### config.mk
export PLATFORM = sky130hd
export DESIGN_NAME = intc_ack_engine
export DESIGN_NICKNAME = d
export VERILOG_FILES = /design/src/rtl/intc_pkg.sv /design/src/rtl/intc_prio_pick.sv /design/src/rtl/intc_req_reg.sv /design/src/rtl/intc_isr_reg.sv /design/src/rtl/intc_ack_engine.sv
export SDC_FILE = /design/constraint.sdc
export NUM_CORES = 1
export LEC_CHECK = 0
export ABC_CLOCK_PERIOD_IN_PS = 2400
export BUFFER_PORTS_ARGS = -buffer_cell sky130_fd_sc_hd__buf_2
export CAP_MARGIN = 20
export CORE_MARGIN = 10
export CORE_UTILIZATION = 54
export CTS_CLUSTER_DIAMETER = 30
export DETAILED_ROUTE_END_ITERATION = 7
export GPL_ROUTABILITY_DRIVEN = 1
export PLACE_DENSITY_LB_ADDON = 0.2
export SYNTH_ARGS = -nofsm -noshare
export SYNTH_HDL_FRONTEND = slang
export SYNTH_SLANG_ARGS = --single-unit
export TNS_END_PERCENT = 10
### constraint.sdc
create_clock -name clk -period 2.4 [get_ports clk]
set_input_delay 0.48 -clock clk [delete_from_list [all_inputs] [get_ports clk]]
set_output_delay 0.48 -clock clk [all_outputs]
set_load 0.02 [all_outputs]
### src/rtl/intc_pkg.sv
package intc_pkg;
  // Which pulse of the two-pulse acknowledge the engine expects next
  typedef enum logic {
    PH_FIRST  = 1'b0,
    PH_SECOND = 1'b1
  } ack_phase_e;
endpackage

### src/rtl/intc_prio_pick.sv
// Finds the lowest-numbered set bit (highest priority) of a request vector.
module intc_prio_pick #(
  parameter int N  = 8,
  parameter int IW = 3
) (
  input  logic [N-1:0]  req,
  output logic          any,
  output logic [IW-1:0] idx
);
  always_comb begin
    any = 1'b0;
    idx = '0;
    for (int i = N - 1; i >= 0; i--) begin
      if (req[i]) begin
        any = 1'b1;
        idx = IW'(i);
      end
    end
  end
endmodule

### src/rtl/intc_req_reg.sv
// Pending-request register with per-input edge or level capture.
module intc_req_reg #(
  parameter int N = 8
) (
  input  logic         clk,
  input  logic         rst_n,
  input  logic         lvl_mode,
  input  logic [N-1:0] irq_req,
  input  logic [N-1:0] clr,
  output logic [N-1:0] irr
);
  logic [N-1:0] prev_q;

  for (genvar i = 0; i < N; i++) begin : g_bit
    always_ff @(posedge clk or negedge rst_n) begin
      if (!rst_n) begin
        // start high so an input already asserted needs a fresh rise
        prev_q[i] <= 1'b1;
        irr[i]    <= 1'b0;
      end else begin
        prev_q[i] <= irq_req[i];
        if (lvl_mode)
          irr[i] <= irq_req[i];
        else if (irq_req[i] && !prev_q[i])
          irr[i] <= 1'b1;
        else if (clr[i])
          irr[i] <= 1'b0;
      end
    end
  end

  p_level_follow_r3: assert property (@(posedge clk) disable iff (!rst_n)
    lvl_mode |=> (irr == $past(irq_req)));

  p_edge_only_rise_r2: assert property (@(posedge clk) disable iff (!rst_n)
    !lvl_mode |=> ((irr & ~$past(irr) & ~($past(irq_req) & ~$past(prev_q))) == '0));
endmodule

### src/rtl/intc_isr_reg.sv
// In-service register: set by the first acknowledge, cleared by EOI or auto-EOI.
module intc_isr_reg #(
  parameter int N  = 8,
  parameter int IW = 3
) (
  input  logic          clk,
  input  logic          rst_n,
  input  logic          set_en,
  input  logic [IW-1:0] set_idx,
  input  logic          eoi_cmd,
  input  logic          aeoi_en,
  input  logic [IW-1:0] aeoi_idx,
  output logic [N-1:0]  isr
);
  logic          top_any;
  logic [IW-1:0] top_idx;
  logic [N-1:0]  isr_next;

  intc_prio_pick #(.N(N), .IW(IW)) u_eoi_pick (
    .req (isr),
    .any (top_any),
    .idx (top_idx)
  );

  always_comb begin
    isr_next = isr;
    if (eoi_cmd && top_any) isr_next[top_idx]  = 1'b0;
    if (aeoi_en)            isr_next[aeoi_idx] = 1'b0;
    if (set_en)             isr_next[set_idx]  = 1'b1;
  end

  always_ff @(posedge clk or negedge rst_n) begin
    if (!rst_n) isr <= '0;
    else        isr <= isr_next;
  end

  p_eoi_one_bit_r11: assert property (@(posedge clk) disable iff (!rst_n)
    (eoi_cmd && (isr != '0) && !set_en && !aeoi_en)
      |=> ($countones(isr) == $countones($past(isr)) - 1));

  p_eoi_lowest_r11: assert property (@(posedge clk) disable iff (!rst_n)
    (eoi_cmd && top_any && !set_en) |=> !isr[$past(top_idx)]);
endmodule

### src/rtl/intc_ack_engine.sv
// Eight-input fully nested interrupt controller with two-pulse acknowledge.
module intc_ack_engine
  import intc_pkg::*;
#(
  parameter int N_IRQ  = 8,
  parameter int VEC_W  = 8,
  parameter int ID_W   = $clog2(N_IRQ),
  parameter int BASE_W = VEC_W - ID_W
) (
  input  logic              clk,
  input  logic              rst_n,
  input  logic [N_IRQ-1:0]  irq_req,
  input  logic              lvl_mode,
  input  logic              ack_n,
  input  logic              eoi_cmd,
  input  logic              mask_wr,
  input  logic [N_IRQ-1:0]  mask_data,
  input  logic              auto_eoi,
  input  logic [BASE_W-1:0] vec_base,
  output logic              int_out,
  output logic              vec_valid,
  output logic [VEC_W-1:0]  vec_data,
  output logic              cas_valid,
  output logic [ID_W-1:0]   cas_id
);
  localparam logic [ID_W-1:0] SPUR_ID = ID_W'(N_IRQ - 1);

  logic [N_IRQ-1:0] irr, isr, imr, elig, irr_clr;
  logic             e_any, s_any, win_valid;
  logic [ID_W-1:0]  e_idx, s_idx;
  logic             ack_prev, ack_fall, ack_rise;
  logic             first_go, first_end, second_end;
  ack_phase_e       phase;
  logic [ID_W-1:0]  sel_id;
  logic             sel_real;

  // ---- mask register
  always_ff @(posedge clk or negedge rst_n) begin
    if (!rst_n)       imr <= '0;
    else if (mask_wr) imr <= mask_data;
  end

  // ---- priority resolution
  assign elig = irr & ~imr;

  intc_prio_pick #(.N(N_IRQ), .IW(ID_W)) u_req_pick (
    .req (elig), .any (e_any), .idx (e_idx)
  );
  intc_prio_pick #(.N(N_IRQ), .IW(ID_W)) u_srv_pick (
    .req (isr), .any (s_any), .idx (s_idx)
  );

  assign win_valid = e_any && (!s_any || (e_idx < s_idx));
  assign int_out   = win_valid;

  p_int_unmasked_r5: assert property (@(posedge clk) disable iff (!rst_n)
    int_out |-> ((irr & ~imr) != '0));

  // ---- acknowledge strobe edge detection
  always_ff @(posedge clk or negedge rst_n) begin
    if (!rst_n) ack_prev <= 1'b1;
    else        ack_prev <= ack_n;
  end

  assign ack_fall   = ack_prev & ~ack_n;
  assign ack_rise   = ~ack_prev & ack_n;
  assign first_go   = ack_fall && (phase == PH_FIRST);
  assign first_end  = ack_rise && (phase == PH_FIRST);
  assign second_end = ack_rise && (phase == PH_SECOND);

  // ---- sequencer: choice, cascade broadcast, phase
  always_ff @(posedge clk or negedge rst_n) begin
    if (!rst_n) begin
      phase     <= PH_FIRST;
      sel_id    <= '0;
      sel_real  <= 1'b0;
      cas_valid <= 1'b0;
      cas_id    <= '0;
    end else begin
      if (first_go) begin
        sel_id   <= win_valid ? e_idx : SPUR_ID;
        sel_real <= win_valid;
      end
      if (first_end) begin
        phase     <= PH_SECOND;
        cas_id    <= sel_id;
        cas_valid <= 1'b1;
      end else if (second_end) begin
        phase     <= PH_FIRST;
        cas_valid <= 1'b0;
      end
    end
  end

  assign vec_valid = (phase == PH_SECOND) && !ack_prev;
  assign vec_data  = {vec_base, sel_id};

  // ---- pending and in-service registers
  always_comb begin
    irr_clr = '0;
    if (first_go && win_valid) irr_clr[e_idx] = 1'b1;
  end

  intc_req_reg #(.N(N_IRQ)) u_irr (
    .clk      (clk),
    .rst_n    (rst_n),
    .lvl_mode (lvl_mode),
    .irq_req  (irq_req),
    .clr      (irr_clr),
    .irr      (irr)
  );

  intc_isr_reg #(.N(N_IRQ), .IW(ID_W)) u_isr (
    .clk      (clk),
    .rst_n    (rst_n),
    .set_en   (first_go && win_valid),
    .set_idx  (e_idx),
    .eoi_cmd  (eoi_cmd),
    .aeoi_en  (second_end && auto_eoi && sel_real),
    .aeoi_idx (sel_id),
    .isr      (isr)
  );

  // ---- checks on the acknowledge handshake
  p_isr_set_r6: assert property (@(posedge clk) disable iff (!rst_n)
    (first_go && win_valid) |=> isr[$past(e_idx)]);

  p_spurious_no_isr_r9: assert property (@(posedge clk) disable iff (!rst_n)
    (first_go && !win_valid && !eoi_cmd) |=> ((isr == $past(isr)) && (sel_id == SPUR_ID)));

  p_cas_stable_r7: assert property (@(posedge clk) disable iff (!rst_n)
    (cas_valid && $past(cas_valid)) |-> $stable(cas_id));

  p_vec_in_second_r8: assert property (@(posedge clk) disable iff (!rst_n)
    vec_valid |-> cas_valid);

  p_auto_eoi_r10: assert property (@(posedge clk) disable iff (!rst_n)
    (second_end && auto_eoi && sel_real && !first_go) |=> !isr[$past(sel_id)]);
endmodule

# --- After elaboration in Yosys (flattened, before gate mapping) ---
# Index checks and enable logic that the tools add are counted.
op_classes:
  n_lt_le_gt_ge: 7
  n_mux: 69
  n_bitwise: 12
  reduce_logical: 40
ops:
  columns: ["operator", "count"]
  rows:
  - ["two-way mux 3 bit", 17]
  - ["two-way mux 1 bit", 45]
  - ["two-way mux 8 bit", 4]
  - ["AND 8 bit", 3]
  - ["NOT 8 bit", 3]
  - ["nonzero test 3 bit", 8]
  - ["logical AND 1 bit", 20]
  - ["< comparator 3 x 4 -> 1 bit, second input constant", 3]
  - ["logical NOT 1 bit", 10]
  - ["demux 1 bit (select 3 bit)", 3]
  - [">= comparator 3 x 1 -> 1 bit, second input constant", 3]
  - ["bitwise OR 8 bit", 1]
  - ["< comparator 3 bit", 1]
  - ["NOT 1 bit", 3]
  - ["AND 1 bit", 2]
  - ["nonzero test 2 bit", 1]
  - ["logical OR 1 bit", 1]
totals:
  register_bits: 41
  in_bits: 28
  out_inout_bits: 14
  wordCells: 151

# --- Logic depth before layout (Yosys ltp) ---
# Gate-level depths: netlist of the first run.
depth:
  depth_word: 19
  depth_mapped: 9
  depth_no_buf: 9

# --- Hierarchy ---
# From an unflattened synthesis of the first run, not the netlist that was laid out.
unflattened:
  hier_cells: 219
  area_unflattened_um2: 2323.5
modules_own_cells:
  columns: ["module", "instances", "cells_each", "area_each_um2", "seq_area_each_um2"]
  rows:
  - ["intc_ack_engine", 1, 97, 1096.1, 426.7]
  - ["intc_req_reg", 1, 41, 571.8, 410.4]
  - ["intc_isr_reg", 1, 42, 415.4, 200.2]
  - ["intc_prio_pick", 3, 13, 80.1, 0.0]

# --- Least setup slack after synthesis of the first run ---
# No wires, ideal clock.
synth_timing:
  path_type: "register -> output"
  from: "register u_irr.irr[4]"
  to: "output int_out"
  arrival_ns: 2.006
  required_time_ns: 1.920
  setup_slack_ns: -0.086
  path_stages_with_launch: 10
  n_path_buf: 0
  cell_sequence: "dfrtp_1 and2b_1 nor2_1 a21oi_1 nor2_1 ha_1 o21a_1 o22ai_1 a21oi_1 a31oi_1"
synth_via:
  elab_chain_cells: 9
  elab_cells_between_ends: 14
  classes_between: "order compare: 1; mux: 10; bitwise: 1; reduce/logical: 2"
synth_lines:
  columns: ["item", "line_no", "rtl"]
  rows:
  - ["from (decl)", "intc_req_reg.sv:10", "output logic [N-1:0] irr"]
  - ["from (signal, indexed assignment)", "intc_req_reg.sv:23", "irr[i] <= irq_req[i];"]
  - ["AND 8 bit (*)", "intc_ack_engine.sv:44", "assign elig = irr & ~imr;"]
  - ["two-way mux 3 bit (5 in series)", "intc_prio_pick.sv:14", "if (req[i]) begin"]
  - ["< comparator 3 bit", "intc_ack_engine.sv:53", "assign win_valid = e_any && (!s_any || (e_idx < s_idx));"]
  - ["logical OR 1 bit", "intc_ack_engine.sv:53", null]
  - ["logical AND 1 bit (*)", "intc_ack_engine.sv:53", null]
  - ["to (decl)", "intc_ack_engine.sv:20", "output logic int_out,"]
# Every way passes the cells marked *; elsewhere a longest branch is shown, timed or not.

# --- Final worst setup path of the first run ---
layout_timing:
  from: "register u_irr.irr[0]"
  to: "output int_out"
layout_via:
  elab_chain_cells: 5
  elab_cells_between_ends: 6
  classes_between: "order compare: 1; mux: 2; bitwise: 1; reduce/logical: 2"
layout_lines:
  columns: ["item", "line_no"]
  rows:
  - ["AND 8 bit (*)", "intc_ack_engine.sv:44"]
  - ["two-way mux 3 bit", "intc_prio_pick.sv:14"]
  - ["< comparator 3 bit", "intc_ack_engine.sv:53"]
  - ["logical OR 1 bit", "intc_ack_engine.sv:53"]
  - ["logical AND 1 bit (*)", "intc_ack_engine.sv:53"]
# Marked as above.

==> results of run 1 <==
[area by class of cell]
type                            count  area share [%]
Tap cell                           48            2.21
Inverter                           14            1.94
Sequential cell                    41            38.2
Timing Repair Buffer               63            16.2
Multi-Input combinational cell    145            38.3
Clock buffer                        7            3.18
[worst max path at each step]
stage	from	to	slack (ps)	cells after the start
global placement	u_irr.irr[7]	int_out	-30	10
global route	imr[6]	int_out	-420	10
CTS	u_irr.irr[0]	int_out	-250	10
finish	u_irr.irr[0]	int_out	-340	10
floorplan	u_irr.irr[4]	int_out	60	9
detailed placement	u_irr.irr[7]	int_out	-170	10
[cell usage after synthesis (5+ instances only)]
| cell | n | share of area [%] |
|---|---|---|
| a21oi_1 | 6 | 1.4 |
| buf_4 | 5 | 1.8 |
| dfrtp_1 | 32 | 38 |
| dfstp_2 | 9 | 11 |
| inv_1 | 14 | 2.5 |
| mux2_2 | 10 | 5.3 |
| nand2_1 | 13 | 2.3 |
| nand2b_1 | 14 | 4.1 |
| nand3_1 | 7 | 1.7 |
| nor2_1 | 11 | 1.9 |
| nor2b_1 | 7 | 2.1 |
| o21ai_0 | 14 | 3.3 |
| o21ai_1 | 7 | 1.7 |
| o22ai_1 | 5 | 1.5 |
[cell families after synthesis]
logic type	share of synthesized area (%)
simple gates	21.3
compound gates	17.6
flops	48.9
buf+inv	5.37
mux	5.31
fa+ha+maj	1.18
xor+xnor	0.413
[power by group through the flow]
stage,clock [mW],combinational [mW],sequential (mW)
3_3_place_gp,0,1.15,0.975
5_1_grt,0.486,1.58,0.997
2_1_floorplan,0,0.790,0.986
6_report,0.448,1.46,0.977
3_5_place_dp,0,1.18,0.978
4_1_cts,0.458,1.38,0.967
[flip-flops by register name (all words and copies together) (netlist names)]
register / cells
imr: 8
u_irr.irr: 8
u_irr.prev_q: 8
u_isr.isr: 8
cas_id: 3
sel_id: 3
ack_prev: 1
phase: 1
sel_real: 1
[per-layer routing]
metal  routed length, um  vias to the layer above  track usage (%)
met5                   0                        -                0
met4                 157                        0             5.85
met3                 322                       16             4.75
met2                2640                       59             26.9
met1                2290                      869             19.6
li1                    -                      864                -
[per-stage QoR]
stage | power (mW) | std cells | hold slack [ps] | cell area [um^2] | TNS (ps)
detailed placement | 2.15 | 291 | 487 | 2370 | -166
global route | 3.06 | 318 | 281 | 2720 | -656
floorplan | 1.78 | 211 | 184 | 2130 | 0
CTS | 2.80 | 317 | 286 | 2700 | -315
finish | 2.89 | 318 | 278 | 2720 | -490
global placement | 2.13 | 291 | 481 | 2370 | -29.1
[repair_timing]
item                                    CTS  global route
endpoints found under the hold margin     0             0
endpoints found under the setup margin    1             2
buffers inserted                         20             1
gates resized for setup                  26             3
pin swaps                                 8             0
[worst max-delay path, delay by kind of cell, from the launching register on]
kind	cells	cell delay, ps
buffers and inverters	1	180
adder cells (fa/ha/maj)	1	270
AND/OR/NAND/NOR	3	390
flip-flops	1	390
AO/OA/AOI/OAI	5	740
==> impl_metrics.yaml, run 1 <==
run_status:
  status: "finished with violations"
  violations: "negative setup slack"
global_route:
  grt-ovfl-total: 0
  grt_pass1_vias: 1832
  antenna_found_initial: 0
  grtUsageTotal_pct: 16.2
  grt_max_degree: 39
  grt_pass1_wl_um: 8510
timing:
  rsz0062_at_grt: "true"
  final-setup-viol-count: 2
  finalHoldViolations: 0
  skew_ps: 8.52
  relSlewSlack_pct: 44.6
  worst_pin_slew_ps: 831
  fin_crit_ps: 2740
  period_share_pct: 114
  drv_slew: 0
  max_freq_mhz: 365
  finalWorstSetupSlack_ps: -343
die:
  dieArea_um2: 6840
  die_w_um: 82.7
  fp.coreArea_um2: 3740
  die_h_um: 82.7
  start_util_pct: 56.7
  rows: 22
  num_io_pins: 42
flow_run:
  maxCapViolations: 0
logic_synthesis:
  syn_inst: 211
  ys.warnings.count: 0
  yosysUniqueCellTypes: 46
  synth-edff-count: 0
  synth_flop_cell: "dfrtp_1"
  syn-num-nets: 241
  synth_area_um2: 2120
  avgSynthCellArea_um2: 10.1
  ys_seq_elements: 41
  async_flop_share_pct: 100
  ys_seq_area_share_pct: 48.9
setup_path:
  path_class: "flip-flop to primary output"
  r2r-start: "u_irr.irr[0]"
  cp-start-kind: "flip-flop"
  critPathRequiredTime_ps: 1920
  worstRegToRegCells: 18
  rrSetupSlack_ps: -150
  crit_fanout: 2
  worstPathCellList: "nor2b_4, nor2_4, nand3_2, a21oi_2, ha_1, a21oi_2, o21a_1, a21oi_2, a31oi_2, buf_4"
  crit_slowest_cell: "dfrtp_1"
  crit_path_frequent_cell: "a21oi_2"
  slowest_delay_ps: 390
  arrival_ps: 2260
  r2r-end: "sel_id[2]"
  cp-end-kind: "primary output"
placed_design:
  io_buffers: 31
  hpwl_um: 3610
  gp_congestion: 0.887
  post-place-ws_ps: -166
layout:
  nFillCells: 265
  nets: 300
  syn_to_final_growth_pct: 27.9
  multi_input_area_um2: 1040
  final_cell_mix: "32 x dfrtp_1, 30 x buf_2, 22 x buf_4"
  drive_above_1_share_pct: 42.6
  num_antenna_cells: 0
  final-seq-area_um2: 1040
  utilization_pct: 72.5
  layout_commonest_cell: "dfrtp_1"
clock_network:
  cts_root_buf: "clkbuf_8"
  cts_buffers: 5
  clk_pin_slew_worst_paths_ps: 80
  clk_latency_ps: 300
  cts_hold_buf: 0
  clkSinkCount: 41
  htree_levels: 2
  clk_path_buf_depth: 2
  cts_tree: "built"
power:
  power.density_nw_per_um2: 1060
  pwr-share-seq_pct: 33.8
  p_int_mw: 1.74
  clockPowerShare_pct: 15.5
  peakVddDrop_mv: 0.747
  sw_frac_of_total_pct: 39.8
  combPwrFrac_pct: 50.7
  power.switching_mw: 1.15
  p_leak_nw: 1.21
drt:
  drt-wirelength-per-cell_um: 17.0
  via_count: 1808
  totalWireLength_um: 5410
  drt_iter0_markers: 209
  final_antenna_net_count: 0
  drcViolationCount: 0
  firstDrtPassIters: 4
  viasPerCell: 5.69
worst_hold_path:
  hold_class: "input pin to async pin"
Note: power is estimated with default switching activity, not from simulation.
==> inputs of run 2 (changes only) <==
--- a/config.mk
+++ b/config.mk
@@ -8,6 +8,7 @@
 export ABC_CLOCK_PERIOD_IN_PS = 2400
 export BUFFER_PORTS_ARGS = -buffer_cell sky130_fd_sc_hd__buf_2
 export CAP_MARGIN = 20
+export CORE_ASPECT_RATIO = 0.75
 export CORE_MARGIN = 10
 export CORE_UTILIZATION = 54
 export CTS_CLUSTER_DIAMETER = 30
==> run 2 against run 1 <==
The run still ends with negative setup slack left. Final cell count increased by 0.94%. Non-clock buffer count fell by 2. Count of clock-buffer cells in the layout shrank 2. Register-to-register slack got worse by 120 ps. Clock power increased by 46%. Total power rose by 6.0%. Critical path depth grew 8. Core utilization grew 0.22 points. Clock skew decreased by 2.9 ps. First-iteration DRC count decreased by 14%. Largest cell class unchanged.
==> impl_metrics.yaml, run 2 (synthesis results as in run 1) <==
setup_path:
  r2r-end: "sel_id[2]"
  cp-start-kind: "flip-flop"
  rrSetupSlack_ps: -270
  arrival_ps: 2890
  slowest_delay_ps: 380
  critPathRequiredTime_ps: 2620
  crit_path_frequent_cell: "buf_4"
  path_class: "flip-flop to flip-flop"
  cp-end-kind: "flip-flop"
  crit_slowest_cell: "dfrtp_1"
  crit_fanout: 3
  worstPathCellList: "nor2b_4, nor2_4, nand3_2, buf_4, buf_4, buf_4, buf_4, buf_4, buf_4, buf_4, buf_4, buf_4, buf_4, buf_4, buf_4, buf_4, buf_4, a31oi_4"
  worstRegToRegCells: 18
  r2r-start: "u_irr.irr[0]"
drt:
  final_antenna_net_count: 0
  drt-wirelength-per-cell_um: 17.6
  firstDrtPassIters: 4
  drcViolationCount: 0
  viasPerCell: 5.58
  totalWireLength_um: 5650
  via_count: 1790
  drt_iter0_markers: 180
timing:
  finalWorstSetupSlack_ps: -271
  fin_crit_ps: 2670
  drv_slew: 0
  rsz0062_at_grt: "true"
  final-setup-viol-count: 2
  skew_ps: 5.66
  relSlewSlack_pct: 55.6
  tns_ps: -538
  finalHoldViolations: 0
  worst_pin_slew_ps: 661
  worst_hold_slack_ps: 123
  max_freq_mhz: 374
  period_share_pct: 111
power:
  combPwrFrac_pct: 46.4
  power.density_nw_per_um2: 1130
  peakVddDrop_mv: 0.952
  p_leak_nw: 1.21
  power.switching_mw: 1.18
  clockPowerShare_pct: 21.3
  pwr-share-seq_pct: 32.3
  sw_frac_of_total_pct: 38.6
  p_int_mw: 1.88
placed_design:
  hpwl_um: 3780
  gp_congestion: 0.917
  post-place-ws_ps: -76.6
  io_buffers: 31
layout:
  nFillCells: 281
  final_cell_mix: "32 x dfrtp_1, 31 x buf_4, 30 x buf_2"
  drive_above_1_share_pct: 42.0
  multi_input_area_um2: 1040
  layout_commonest_cell: "dfrtp_1"
  nets: 298
  num_antenna_cells: 0
  final-seq-area_um2: 1040
  syn_to_final_growth_pct: 27.9
global_route:
  grtUsageTotal_pct: 16.6
  antenna_found_initial: 0
  grt-ovfl-total: 0
  grt_pass1_wl_um: 9080
  grt_max_degree: 23
  grt_pass1_vias: 1907
clock_network:
  htree_levels: 2
  clk_path_buf_depth: 2
  clkSinkCount: 41
  clk_latency_ps: 300
  cts_hold_buf: 0
  cts_tree: "built"
  clk_pin_slew_worst_paths_ps: 80
  cts_root_buf: "clkbuf_8"
  cts_buffers: 5
die:
  num_io_pins: 42
  start_util_pct: 56.9
  rows: 19
  die_w_um: 92.4
  dieArea_um2: 6860
  die_h_um: 74.3
  fp.coreArea_um2: 3730
run_status:
  violations: "negative setup slack"
  status: "finished with violations"
worst_hold_path:
  hold_class: "input pin to async pin"
flow_run:
  maxCapViolations: 0
[run 2: changes by cell type in the layout (fill, tap and decap cells not counted), moves of 2 or more]
cell	previous run	this run
bufinv_16	0	2
a21oi_2	4	2
buf_6	11	0
buf_4	22	31
a21oi_1	2	4
[run 2: routing by layer]
layer	global-route usage, %	wire, um	vias up
met2	25.8	2550	70
li1	-	-	858
met4	5.46	116	0
met3	4.92	379	12
met1	21.8	2610	850
met5	0	0	-
[run 2: through the flow]
stage | total power, mW | utilization, % | area, um^2 | std cells
finish | 3.06 | 72.7 | 2720 | 321
floorplan | 1.78 | - | 2130 | 211
global route | 3.23 | 72.7 | 2720 | 321
CTS | 2.96 | 71.7 | 2680 | 320
global placement | 2.14 | 63.4 | 2360 | 293
detailed placement | 2.16 | 63.4 | 2360 | 293
[run 2: repair_timing]
action	in CTS	in global routing
hold endpoints to repair	0	0
gates cloned	0	0
pin swaps	6	4
setup endpoints to repair	1	3
setup buffers	19	1
resized for setup	10	7
[run 2: worst max path at each step]
stage,slack [ps],to,startpoint
floorplan,60,int_out,u_irr.irr[4]
global placement,-4,int_out,u_irr.irr[7]
detailed placement,-80,int_out,u_irr.irr[7]
CTS,-220,int_out,u_irr.irr[0]
global route,-390,int_out,imr[6]
finish,-270,sel_id[2],u_irr.irr[0]
[run 2: area by class of cell]
class,count,share of cell area (%)
Inverter,14,1.94
Clock buffer,5,2.53
Clock inverter,3,2.40
Timing Repair Buffer,61,14.1
Sequential cell,41,38.2
Multi-Input combinational cell,145,38.4
Tap cell,52,2.40
[run 2: power by group through the flow]
stage	Clock [mW]	Sequential [mW]	Combinational, mW
3_5_place_dp	0	0.991	1.17
6_report	0.653	0.990	1.42
3_3_place_gp	0	0.984	1.16
5_1_grt	0.689	1.01	1.53
2_1_floorplan	0	0.986	0.790
4_1_cts	0.662	0.979	1.32
[run 2: critical path, delay by kind of cell (launching register included)]
family	cells	cell delay, ps
buffers and inverters	14	1740
and+or+nand+nor	3	340
AOI/OAI and AO/OA	1	130
DFF	1	380
